`src/rtl/cmd_lock_regs.sv`:
```
module cmd_lock_regs #(
  parameter int DATA_W = 32,
  parameter int ADDR_W = 3,
  parameter int DEPTH  = 4
) (
  input  logic              clk,
  input  logic              rst_n,
  input  logic [ADDR_W-1:0] bus_addr,
  input  logic              bus_rd,
  input  logic              bus_wr,
  input  logic [DATA_W-1:0] bus_wdata,
  output logic [DATA_W-1:0] bus_rdata,
  input  logic              busy_in,
  output logic              cmd_valid,
  output logic [DATA_W-1:0] cmd_data,
  input  logic              cmd_ready
);
  localparam int PTR_W = (DEPTH > 1) ? $clog2(DEPTH) : 1;
  localparam int CNT_W = $clog2(DEPTH + 1);
  localparam logic [ADDR_W-1:0] A_CMD     = ADDR_W'(0);
  localparam logic [ADDR_W-1:0] A_CMD_UNL = ADDR_W'(1);
  localparam logic [ADDR_W-1:0] A_EXT     = ADDR_W'(2);
  localparam logic [ADDR_W-1:0] A_EXT_UNL = ADDR_W'(3);
  localparam logic [ADDR_W-1:0] A_OVF     = ADDR_W'(4);
  localparam logic [PTR_W-1:0]  LAST_PTR  = PTR_W'(DEPTH - 1);

  logic lock_q, lock_d, ovf_q;
  logic [DATA_W-1:0] mem [DEPTH];
  logic [PTR_W-1:0]  wr_ptr, rd_ptr;
  logic [CNT_W-1:0]  count;

  wire is_alias = (bus_addr == A_CMD) || (bus_addr == A_CMD_UNL) ||
                  (bus_addr == A_EXT) || (bus_addr == A_EXT_UNL);
  wire is_unl   = (bus_addr == A_CMD_UNL) || (bus_addr == A_EXT_UNL);
  wire lock_rd  = bus_rd && is_alias && !busy_in;
  wire full     = (count == CNT_W'(DEPTH));
  wire push_req = bus_wr && (bus_addr == A_CMD);
  wire push     = push_req && !full;
  wire pop      = cmd_valid && cmd_ready;

  assign cmd_valid = (count != '0);
  assign cmd_data  = mem[rd_ptr];

  always_comb begin
    lock_d = lock_q;
    if (lock_rd) begin
      if (!lock_q)     lock_d = 1'b1;
      else if (is_unl) lock_d = 1'b0;
    end
  end

  always_comb begin
    bus_rdata = '0;
    if (bus_rd) begin
      if (is_alias) begin
        bus_rdata[DATA_W-1] = busy_in;
        bus_rdata[DATA_W-2] = lock_q;
      end else if (bus_addr == A_OVF) begin
        bus_rdata[0] = ovf_q;
      end
    end
  end

  always_ff @(posedge clk) begin
    if (!rst_n) begin
      lock_q <= 1'b0;
      ovf_q  <= 1'b0;
    end else begin
      lock_q <= lock_d;
      if (push_req && full) ovf_q <= 1'b1;
    end
  end

  always_ff @(posedge clk) begin
    if (push) mem[wr_ptr] <= bus_wdata;
  end

  always_ff @(posedge clk) begin
    if (!rst_n) begin
      wr_ptr <= '0;
      rd_ptr <= '0;
      count  <= '0;
    end else begin
      if (push) wr_ptr <= (wr_ptr == LAST_PTR) ? '0 : wr_ptr + 1'b1;
      if (pop)  rd_ptr <= (rd_ptr == LAST_PTR) ? '0 : rd_ptr + 1'b1;
      case ({push, pop})
        2'b10:   count <= count + 1'b1;
        2'b01:   count <= count - 1'b1;
        default: count <= count;
      endcase
    end
  end

  assert_lock_take_R3: assert property (@(posedge clk) disable iff (!rst_n)
    (bus_rd && is_alias && !busy_in && !lock_q) |=> lock_q);
  assert_lock_free_R4: assert property (@(posedge clk) disable iff (!rst_n)
    (bus_rd && is_unl && !busy_in && lock_q) |=> !lock_q);
  assert_lock_hold_R5: assert property (@(posedge clk) disable iff (!rst_n)
    (bus_rd && (bus_addr == A_CMD || bus_addr == A_EXT) && lock_q) |=> lock_q);
  assert_busy_freeze_R6: assert property (@(posedge clk) disable iff (!rst_n)
    busy_in |=> $stable(lock_q));
  assert_write_inert_R7: assert property (@(posedge clk) disable iff (!rst_n)
    (bus_wr && !bus_rd) |=> $stable(lock_q));
  assert_push_grows_R8: assert property (@(posedge clk) disable iff (!rst_n)
    (push_req && !full && !pop) |=> (count == $past(count) + 1'b1));
  assert_no_overflow_R9: assert property (@(posedge clk) disable iff (!rst_n)
    count <= CNT_W'(DEPTH));
  assert_ovf_sticky_R9: assert property (@(posedge clk) disable iff (!rst_n)
    (ovf_q || (push_req && full)) |=> ovf_q);
endmodule

```
`config.mk`:
```
export PLATFORM = sky130hd
export DESIGN_NAME = cmd_lock_regs
export DESIGN_NICKNAME = d
export VERILOG_FILES = /design/src/rtl/cmd_lock_regs.sv
export SDC_FILE = /design/constraint.sdc
export NUM_CORES = 1
export LEC_CHECK = 0
export ABC_AREA = 1
export CAP_MARGIN = 20
export CORE_MARGIN = 2
export CORE_UTILIZATION = 41
export CTS_CLUSTER_DIAMETER = 30
export DETAILED_ROUTE_END_ITERATION = 10
export MAX_ROUTING_LAYER = met4
export PLACE_DENSITY_LB_ADDON = 0.05
export SYNTH_ARGS = -nofsm -noshare
export SYNTH_HDL_FRONTEND = slang
export SYNTH_SLANG_ARGS = --single-unit
```
`constraint.sdc`:
```
create_clock -name clk -period 8.5 [get_ports clk]
set_input_delay 1.7 -clock clk [delete_from_list [all_inputs] [get_ports clk]]
set_output_delay 1.7 -clock clk [all_outputs]
set_load 0.05 [all_outputs]
```
; Word level (Yosys, flattened, before mapping)
; Memories as Yosys holds them, arrays and structs flattened. A register that Yosys moved wholly into a read port is not among the register bits.
; Cells that the tools add are included.
[totals]
ram_bits = 128
mem_count = 1
out_inout_bits = 65
register_bits = 9
[mem_list]
columns = name, depth, word_bits, read_ports, rd_ports_with_merged_regs, wr, line_no
row1 = mem, 4, 32, 1, 1, 1, 28  ; logic [DATA_W-1:0] mem [DEPTH];
[op_classes]
eq_ne = 9
mux = 14
n_addsub = 4
reduce_logical = 15
[ops]
columns = op, count
row1 = $mux 2, 6
row2 = $mux 1, 7
row3 = $eq 2x2->1 const B, 3
row4 = $eq 3x2->1 const B, 2
row5 = $eq 3x3->1 const B, 2
row6 = $logic_and 1x1->1, 6
row7 = $pmux 3 s2, 1
row8 = $add 2x1->2 const B, 2
row9 = $logic_or 1x1->1, 4
row10 = $add 3x1->3 const B, 1
row11 = $eq 3x1->1 const B, 1
row12 = $logic_not 3->1, 1
row13 = $reduce_bool 3->1, 1
row14 = $sub 3x1->3 const B, 1
row15 = $eq 2x1->1 const B, 1
row16 = $logic_not 1->1, 2
row17 = $reduce_bool 2->1, 1

; Depth between registers and ports, before layout
; Gate-level depths: netlist (run 1).
[depth]
depth_word = 6
depth_mapped = 13
mapped_depth_nobuf = 13

; Worst setup path after synthesis (run 1)
; OpenSTA, ideal clock, no wires.
[synth_timing]
path_kind = input to output
start = input port bus_addr[0]
end = output port bus_rdata[0]
cell_stages = 3
required_ns = 6.800
setup_slack_ns = 4.284
arrival_ns = 2.516
cell_sequence = inv_1 nand2_1 nor2_1
[synth_via]
elab_chain_cells = 6
word_cells_on_any_way = 11
[synth_lines]
columns = item, line_no
row1 = from (decl), 8  ; input logic [ADDR_W-1:0] bus_addr,
row2 = $eq 3x1->1 / $logic_not 3->1 (equally long branches), 32  ; wire is_alias = (bus_addr == A_CMD) || (bus_addr == A_CMD_UNL) ||
row3 = $logic_or 1x1->1 (2 in series), 32
row4 = $logic_or 1x1->1, 33  ; (bus_addr == A_EXT) || (bus_addr == A_EXT_UNL);
row5 = $mux 1 *, 55  ; if (is_alias) begin
row6 = $mux 1 *, 54  ; if (bus_rd) begin
row7 = to (decl), 12  ; output logic [DATA_W-1:0] bus_rdata,
; Mark *: on every way between the ends. The rest lies on a longest branch, timed or not.

; Worst setup path after layout (run 1)
[layout_timing]
start = input port bus_addr[2]
end = output port bus_rdata[30]
[layout_via]
elab_chain_cells = 6
word_cells_on_any_way = 9
[layout_lines]
columns = item, line_no
row1 = $eq 3x1->1 / $logic_not 3->1 (equally long branches), 32
row2 = $logic_or 1x1->1 (2 in series), 32
row3 = $logic_or 1x1->1 *, 33
row4 = $mux 2 *, 55
row5 = $mux 2 *, 54
; Marks and branches as above.

==> metrics.md, run 1 <==
| Metric | Value |
|---|---|
| Status | finished, final reports clean |
| CP required | 6.80 ns |
| Met2 Resource Use GR | 0.264 |
| Leakage Power | ~2.4 nW |
| Final hold vios | 0 |
| Maximum VDD drop | 0.136 mV |
| Max Cap Viol | 0 |
| Hold depth | 2 |
| Root Buffer Master | clkbuf_16 |
| Critical path capture point type | primary output |
| HPWL after DPL | 5950 µm |
| Cell taking the most area after synthesis | edfxtp_1 |
| DRT antenna net count | 0 |
| Least-Margin Pin Slew | about 1.0 ns |
| Setup_tns | 0 ns |
| # hold bufs at CTS | 0 |
| Pwr Total | 2.02 mW |
| Number of synthesized register bits | 139 |
| Synth area leaders | edfxtp_1, nor2_1, buf_4 |
| Vias per cell | a little under 5 |
| Ratio of cells with drive above 1 in the final layout | 0.0670 |
| CTS sink count | 139 |
| Slew Viols, Final | 0 |
| Final Cycle Share | 0.582 |
| GPL Wtd Cong | about 0.74 |
| # nets final | roughly 560 |
| Clk Latency, worst-skew pair | 0.41 ns |
| Crit Path Max Fanout | 3 |
| CTS Buffer Depth | 2 |
| GR met3 Demand/Resource | 0.0540 |
| Ports | 106 |
| Critical path start-end classification | in2out |
| Post-Synthesis Cells | 432 |
| R2R cell count | 12 |
| WHS Endpoint | ovf_q |
| Remaining global-route overflow | 0 |
| Core Area | 13300 µm² |
| Pre-antenna DRT Iters | 4 |
| P&R area growth vs syn | 22.5% |
| RSZ-0062 raised after global routing | false |
| CTS tree | yes |
| Antenna diodes | 0 |
| Reg-to-reg endpoint | count[2] |
| DR DRC count | 0 |
| DR WL/cell | 15.4 µm |
| Ys Warns | 0 |
| Share of the synthesized area in the top cell type | 0.682 |
| Initial antenna violation count | 0 |
| Avg Cell Area, Syn | 13.0 µm² |
| Grt peak-use layer | met2 |
| P per Cell Area | ~290 nW/µm² |
| Setup-failing EPs final | 0 |
| Initial Util | 0.422 |
| First-pass GRT wire length | 16800 µm |
| Pin count of the biggest net entering global routing | 66 |
| Count of cell types in the netlist | 23 |
| DRT Wirelength | 10800 µm |
| Initial DRC count | about 240 |
| Number of global-route vias before repair | approximately 3300 |
| Register-to-register setup slack | 6.33 ns |
| Slew headroom | 0.330 |
| R2r startpoint | count[1] |
| Placement Rows | 42 |
| Total die area | ~15000 µm² |
| Worst Skew | 0.00452 ns |
| H-Tree Depth | 4 |
| Worst hold path class | reg2reg |
| DR vias | 3352 |
| Hold Crit Start | ovf_q |
| PortBufs | 76 |
| Chip height | 121 µm |
| Post-synthesis sequential area ratio | 0.721 |
| Fillers | 1190 |
| Critical Path AT | 3.25 ns |
| Num CTS Buffers | 17 |
| Post_cts resized | 0 |
| Critical path launch point type | input pin |
| Gr usage total | 0.161 |
| Clock slew at reported path FFs | 0.05 ns |
| Met1 usage | 0.186 |
| Period minus WS final | 4.95 ns |
| Synth Cell Area | 5630 µm² |
| Die width | 121 µm |
| Maximum clock rate | 0.202 GHz |
| Setup Fix Bufs, Post-CTS | 0 |
logic make-up (layout without fill, tap and decap cells):
family | count (synthesis) | count (layout) | share of synthesized area
flops | 139 | 139 | 0.721
simple gates | 108 | 108 | 0.0764
compound gates | 104 | 104 | 0.0999
buf+inv | 73 | 135 | 0.0848
fa+ha+maj | 7 | 7 | 0.0169
other cells | 1 | 29 | 0.000666
through the flow:
step / area, µm² / hold slack [ns] / setup WS (ns) / util / instances
after floorplan: 5740 / 0.429 / 4.28 / - / 460
after global placement: 6400 / 0.449 / 3.60 / 0.480 / 667
after detailed placement: 6400 / 0.450 / 3.56 / 0.480 / 667
after CTS: 6880 / 0.458 / 3.56 / 0.515 / 697
after global routing: 6900 / 0.488 / 3.47 / 0.517 / 698
final: 6900 / 0.455 / 3.55 / 0.517 / 698
placed cells by master, fill, tap and decap left out:
cell	count
conb_1	29
ha_1	6
nand2_1	18
nor2_4	5
inv_1	21
inv_8	1
edfxtp_1	128
nand3b_1	1
a21oi_1	5
o21ai_1	28
buf_12	1
a21boi_1	1
fa_1	1
clkdlybuf4s50_1	76
nand3_2	1
nor2_1	77
o22ai_1	32
dfxtp_1	10
clkbuf_1	8
nand3_1	6
clkinv_2	3
inv_2	2
o21ai_0	38
clkinv_1	2
clkbuf_16	17
dfxtp_2	1
buf_4	4
area by class of cell:
| cell class | count | area, µm² | share of cell area |
|---|---|---|---|
| multi-input combinational | 248 | 1230 | 0.178 |
| timing repair buffer | 81 | 811 | 0.118 |
| sequential | 139 | 4070 | 0.589 |
| inverter | 24 | 97.6 | 0.0141 |
| clock inverter | 5 | 22.5 | 0.00326 |
| tap | 176 | 220 | 0.0319 |
| clock buffer | 25 | 455 | 0.0660 |
registers in the layout, summed over array words and instances, names as in the netlist, named ones only:
name	count
wr_ptr	2
count	3
lock_q	1
ovf_q	1
mem	128
rd_ptr	2
per-layer routing:
metal | part of all wire | up-vias
li1 | - | 1646
met1 | 0.45 | 1605
met2 | 0.48 | 89
met3 | 0.055 | 12
met4 | 0.0089 | 0
met5 | 0 | -
synth_stat cells, drive strengths merged:
cell      n
a21boi    1
a21oi     5
buf      48
clkbuf    1
conb      1
dfxtp    11
edfxtp  128
fa        1
ha        6
inv      24
nand2    18
nand3     7
nand3b    1
nor2     82
o21ai    66
o22ai    32
power by group:
part           switching (mW)  internal, mW  leakage [nW]
Sequential            0.00502         0.761          1.24
Combinational           0.458         0.191         0.933
Clock                   0.241         0.365         0.234
worst max path at each step:
| stage | startpoint | to | slack [ns] | depth (start not counted) |
|---|---|---|---|---|
| CTS | bus_addr[2] | bus_rdata[30] | 3.56 | 5 |
| floorplan | bus_addr[0] | bus_rdata[0] | 4.28 | 3 |
| global placement | bus_rd | bus_rdata[30] | 3.60 | 4 |
| finish | bus_addr[2] | bus_rdata[30] | 3.55 | 5 |
| detailed placement | bus_addr[2] | bus_rdata[30] | 3.56 | 5 |
| global route | bus_addr[2] | bus_rdata[30] | 3.47 | 5 |
critical path, stage by stage:
cell and delay, ns:
clkdlybuf4s50_1 0.42, inv_1 0.10, nand2_1 0.07, nor2_1 0.13, clkdlybuf4s50_1 0.82
No activity file was read; power rests on OpenSTA's default activity.
==> run 2: changes to the inputs <==
==> constraint.sdc (replaced) <==
create_clock -name clk -period 4.56 [get_ports clk]
set_input_delay 0.912 -clock clk [delete_from_list [all_inputs] [get_ports clk]]
set_output_delay 0.912 -clock clk [all_outputs]
set_load 0.05 [all_outputs]
==> run 2 against run 1 <==
Count of clock-buffer cells in the layout decreased by 8; cell area rose by 1.5%; sequential share of layout area shrank 0.89 points; final cell count increased by 0.57%; clock power increased by 120%; die area unchanged; worst hold slack improved by 0.019 ns; clock skew rose by 0.0039 ns; first-iteration DRC count down 19%; sequential cell count did not move; critical path depth decreased by 1; critical endpoint is now cmd_data[30]; largest cell class unchanged.
==> metrics.md, run 2 (synthesized netlist as in run 1, its figures left out) <==
| Metric | Value |
|---|---|
| Status | finished, final reports clean |
| Ports | between 100 and 150 |
| Pre-antenna DRT Iters | 6 |
| Vias per cell | 4.88 |
| HPWL after DPL | 6390 µm |
| Crit Path Max Fanout | 41 |
| Slew Viols, Final | 0 |
| Antenna diodes | 0 |
| Fin cells | 702 |
| Gr usage total | 0.167 |
| First-pass GRT wire length | 17500 µm |
| Maximum VDD drop | 0.263 mV |
| Critical path capture point type | primary output |
| Core Area | 13300 µm² |
| Reg power frac | 0.366 |
| Initial Util | 0.422 |
| Initial DRC count | 192 |
| Int Pwr | 2.63 mW |
| Total die area | 14700 µm² |
| Setup Fix Bufs, Post-CTS | 0 |
| Pin count of the biggest net entering global routing | 65 |
| Clk Latency, worst-skew pair | around 0.41 ns |
| CP required | approximately 3.7 ns |
| Max Cap Viol | 0 |
| DR vias | between 3000 and 4000 |
| Critical Path AT | 2.83 ns |
| H-Tree Depth | 4 |
| # nets final | ~560 |
| Sw frac | 0.342 |
| Switch Pwr | between 1 and 1.5 mW |
| Max FFs per register | roughly 130 |
| Setup_tns | 0 ns |
| Leakage Power | between 2 and 2.5 nW |
| Placement Rows | 42 |
| CTS tree | yes |
| Root Buffer Master | clkbuf_16 |
| Num CTS Buffers | 17 |
| Maximum clock rate | 0.267 GHz |
| Clock slew at reported path FFs | 0.06 ns |
| Worst hold path class | reg2reg |
| Remaining global-route overflow | 0 |
| Critical path start-end classification | reg2out |
| # hold bufs at CTS | 0 |
| Initial antenna violation count | 0 |
| Final Cycle Share | 0.821 |
| Final hold vios | 0 |
| GPL Wtd Cong | 0.795 |
| Largest reg by FF count | mem |
| Post-placement cell count | 670 |
| Die width | 121 µm |
| RSZ-0062 raised after global routing | false |
| PortBufs | 76 |
| Slew headroom | 0.432 |
| Worst Skew | 0.00847 ns |
| P per Cell Area | 569 nW/µm² |
| Clock Power Share | 0.337 |
| DRT antenna net count | 0 |
| Ratio of cells with drive above 1 in the final layout | 0.0894 |
| Least-Margin Pin Slew | 0.852 ns |
| DR WL/cell | 16.1 µm |
| CTS Buffer Depth | 2 |
| DR DRC count | 0 |
| Setup-failing EPs final | 0 |
| Combinational share of power | 0.297 |
| Chip height | 121 µm |
| Period minus WS final | 3.74 ns |
| Critical path launch point type | flop |
| Largest registers | mem: 128 flops, count: 3 flops |
| Commonest non-fill, non-tap cells in the layout | edfxtp_1, nor2_1, clkdlybuf4s50_1 |
| DRT Wirelength | 11300 µm |
| CTS sink count | 139 |
| Post_cts resized | 0 |
| Number of global-route vias before repair | 3276 |
| P&R area growth vs syn | 24.3% |
| Commonest non-fill, non-tap cell in the layout | edfxtp_1 |
## run 2: changes by cell type in the layout (fill, tap and decap cells not counted), sizes merged
cell | previous run | this run
bufinv | 0 | 3
clkinvlp | 0 | 2
buf | 5 | 7
clkbuf | 25 | 17
clkinv | 5 | 10
## run 2: through the flow
| step | setup slack, ns | area, µm² | hold WS, ns | util | power (mW) |
|---|---|---|---|---|---|
| floorplan | 1.44 | 5740 | 0.429 | - | 2.36 |
| global placement | 1.21 | 6420 | 0.457 | 0.481 | 2.68 |
| detailed placement | 1.18 | 6420 | 0.458 | 0.481 | 2.68 |
| CTS | 0.756 | 7010 | 0.471 | 0.525 | 4.04 |
| finish | 0.818 | 7010 | 0.474 | 0.525 | 3.99 |
| global route | 0.622 | 7010 | 0.491 | 0.525 | 4.16 |
## run 2: power by group through the flow
| stage | combinational, mW | sequential [mW] | clock (mW) |
|---|---|---|---|
| 5_1_grt | 1.27 | 1.47 | 1.43 |
| 2_1_floorplan | 0.900 | 1.46 | 0 |
| 6_report | 1.19 | 1.46 | 1.34 |
| 4_1_cts | 1.20 | 1.46 | 1.37 |
| 3_5_place_dp | 1.20 | 1.49 | 0 |
| 3_3_place_gp | 1.19 | 1.49 | 0 |
## run 2: metal layers
metal	wire, µm	vias to the layer above	part of all wire	global-route usage
met5	0	-	0	-
met4	115	0	0.010	0.0668
met3	493	7	0.044	0.0432
met2	5600	99	0.50	0.262
met1	5060	1668	0.45	0.207
li1	-	1655	-	-
## run 2: critical path, stage by stage, from the launching register on
cell	delay, ns
dfxtp_2	0.88
buf_4	0.32
o21ai_0	0.10
o22ai_1	0.25
clkdlybuf4s50_1	0.85
## run 2: layout make-up
| cell class | count | area (µm²) |
|---|---|---|
| clock inverter | 15 | 156 |
| tap | 176 | 220 |
| multi-input combinational | 248 | 1230 |
| timing repair buffer | 83 | 813 |
| sequential | 139 | 4070 |
| inverter | 24 | 97.6 |
| clock buffer | 17 | 425 |
| fill | 1163 | 6340 |
## run 2: final timing paths
kind | slack, ns | cells past startpoint | start | endpoint
setup / recovery | 0.82 | 4 | flop | cmd_data[30]
hold / removal | 0.47 | 2 | ovf_q | ovf_q
setup reg to reg | 2.40 | 12 | count[1] | count[2]
hold reg to reg | 0.47 | 2 | ovf_q | ovf_q
==> run 3: changes to the inputs <==
==> constraint.sdc (replaced) <==
create_clock -name clk -period 3.8 [get_ports clk]
set_input_delay 0.76 -clock clk [delete_from_list [all_inputs] [get_ports clk]]
set_output_delay 0.76 -clock clk [all_outputs]
set_load 0.05 [all_outputs]
==> run 3 against run 2 <==
Final cell count up 0.43%; clock power up 7%; count of clock-buffer cells in the layout up 2; cell area down 1.3%; worst hold slack worse by 0.0061 ns; critical path depth down 1; largest power group unchanged.
==> metrics.md, run 3 (synthesized netlist as in run 1, its figures left out) <==
| Metric | Value |
|---|---|
| Pre-antenna DRT Iters | 4 |
| PortBufs | 76 |
| Fillers | about 1200 |
| Commonest non-fill, non-tap cell in the layout | edfxtp_1 |
| Final Cycle Share | 0.862 |
| Top delay family on crit path | buffers and inverters |
| Die width | 121 µm |
| H-Tree Depth | 4 |
| P per Cell Area | ~660 nW/µm² |
| CP peak stage delay | 0.85 ns |
| RSZ-0062 raised after global routing | false |
| Placement Rows | 42 |
| Post-placement cell count | 674 |
| Number of global-route vias before repair | between 3000 and 4000 |
| DR vias | 3404 |
| Slew headroom | 0.516 |
| Maximum clock rate | 0.305 GHz |
| Status | finished, final reports clean |
| WHS Endpoint | ovf_q |
| Gr usage total | 0.164 |
| Setup_tns | 0 ns |
| Num CTS Buffers | 17 |
| P&R area growth vs syn | 22.7% |
| Critical Path AT | between 2 and 3 ns |
| Antenna diodes | 0 |
| Pwr Total | 4.56 mW |
| DR WL/cell | approximately 16 µm |
| Fin Hold WS | 0.468 ns |
| Largest reg by FF count | mem |
| Period minus WS final | roughly 3.3 ns |
| GPL Wtd Cong | 0.754 |
| Ports | 106 |
| # hold bufs at CTS | 0 |
| DRT antenna net count | 0 |
| Slew Viols, Final | 0 |
| # nets final | 565 |
| Crit Path Max Fanout | 19 |
| Buffer and inverter count on the worst path | 1 |
| Core Area | 13300 µm² |
| Final hold vios | 0 |
| First-pass GRT wire length | around 17000 µm |
| R2R cell count | 12 |
| Initial Util | 0.422 |
| Least-Margin Pin Slew | roughly 0.72 ns |
| DRT Wirelength | about 11000 µm |
| R2r startpoint | count[1] |
| Post_cts resized | 0 |
| Chip height | 121 µm |
| CTS Buffer Depth | 2 |
| Slowest cell on crit path | clkdlybuf4s50_1 |
| CTS tree | yes |
| Setup Fix Bufs, Post-CTS | 0 |
| Initial DRC count | 195 |
| CP required | 3.04 ns |
| Commonest non-fill, non-tap cells in the layout | edfxtp_1, nor2_1, clkdlybuf4s50_1 |
| Max FFs per register | about 130 |
| Fin cells | between 700 and 800 |
| Initial antenna violation count | 0 |
| Critical path start-end classification | reg2out |
| Ratio of cells with drive above 1 in the final layout | 0.138 |
| Vias per cell | 4.83 |
| DR DRC count | 0 |
| Reg-to-reg endpoint | count[2] |
| Setup-failing EPs final | 0 |
| Register-to-register setup slack | around 1.7 ns |
| Crit-path cells | o21ai_0, o22ai_1, clkdlybuf4s50_1 |
| Remaining global-route overflow | 0 |
| Clk Latency, worst-skew pair | ~0.4 ns |
| Pin count of the biggest net entering global routing | 65 |
| Max Cap Viol | 0 |
| CTS sink count | between 100 and 150 |
| Root Buffer Master | clkbuf_16 |
| Hold Crit Start | ovf_q |
| Total die area | 14700 µm² |
| HPWL after DPL | 6670 µm |
| Leakage Power | between 2 and 2.5 nW |
| Worst Skew | 0.00684 ns |
| Largest registers | mem: 128 flops, count: 3 flops |
| Maximum VDD drop | between 0.3 and 0.4 mV |
| Hold depth | 2 |
| Critical path capture point type | primary output |
| Critical path launch point type | flop |
| Worst hold path class | reg2reg |
| Clock slew at reported path FFs | 0.06 ns |
==> run 3: cell types whose count changed in the layout (fill, tap and decap cells not counted), sizes merged <==
cell,before,now
clkbuf,17,19
buf,7,38
clkdlybuf4s50,76,49
clkinvlp,2,1
bufinv,3,1
==> run 3: cell type report <==
| type | instances | area [µm²] | area share |
|---|---|---|---|
| Timing Repair Buffer | 87 | 788 | 0.114 |
| Inverter | 24 | 97.6 | 0.0141 |
| Clock inverter | 12 | 82.6 | 0.0119 |
| Sequential cell | 139 | 4070 | 0.588 |
| Tap cell | 176 | 220 | 0.0318 |
| Clock buffer | 19 | 433 | 0.0626 |
| Multi-Input combinational cell | 248 | 1230 | 0.178 |
==> run 3: through the flow <==
stage,utilization,setup WS [ns],area (µm²)
floorplan,-,0.828,5740
global placement,0.479,0.783,6400
detailed placement,0.479,0.712,6400
CTS,0.518,0.495,6910
global route,0.518,0.401,6910
finish,0.518,0.523,6910
==> run 3: worst max-delay path by stage <==
stage,start,endpoint,slack (ns),cells after the start
finish,flop,cmd_data[30],0.52,3
global route,flop,cmd_data[30],0.40,4
CTS,flop,cmd_data[30],0.50,3
detailed placement,bus_addr[2],bus_rdata[30],0.71,5
global placement,bus_addr[2],bus_rdata[30],0.78,5
floorplan,bus_addr[2],mem[0][0],0.83,5
==> run 3: worst register-to-register path, stage by stage (launching register included) <==
cell,delay (ns)
dfxtp_1,0.31
inv_1,0.13
nand3_1,0.19
nand2_1,0.39
ha_1,0.25
inv_1,0.07
fa_1,0.38
inv_1,0.06
nand2_1,0.04
nand3_1,0.09
nand2_1,0.06
nand2_1,0.05
nor2_1,0.04
==> run 3: per-layer routing <==
layer | routed length (µm) | track usage | share of wire
met2 | 5320 | 0.258 | 0.48
met3 | 628 | 0.0470 | 0.057
met4 | 112 | 0.0632 | 0.010
met1 | 4970 | 0.202 | 0.45
met5 | 0 | - | 0
==> run 3: power breakdown <==
group | switching [mW] | internal, mW
clock network | 0.558 | 0.876
registers | 0.0531 | 1.70
logic | 0.985 | 0.390
total | 1.60 | 2.97
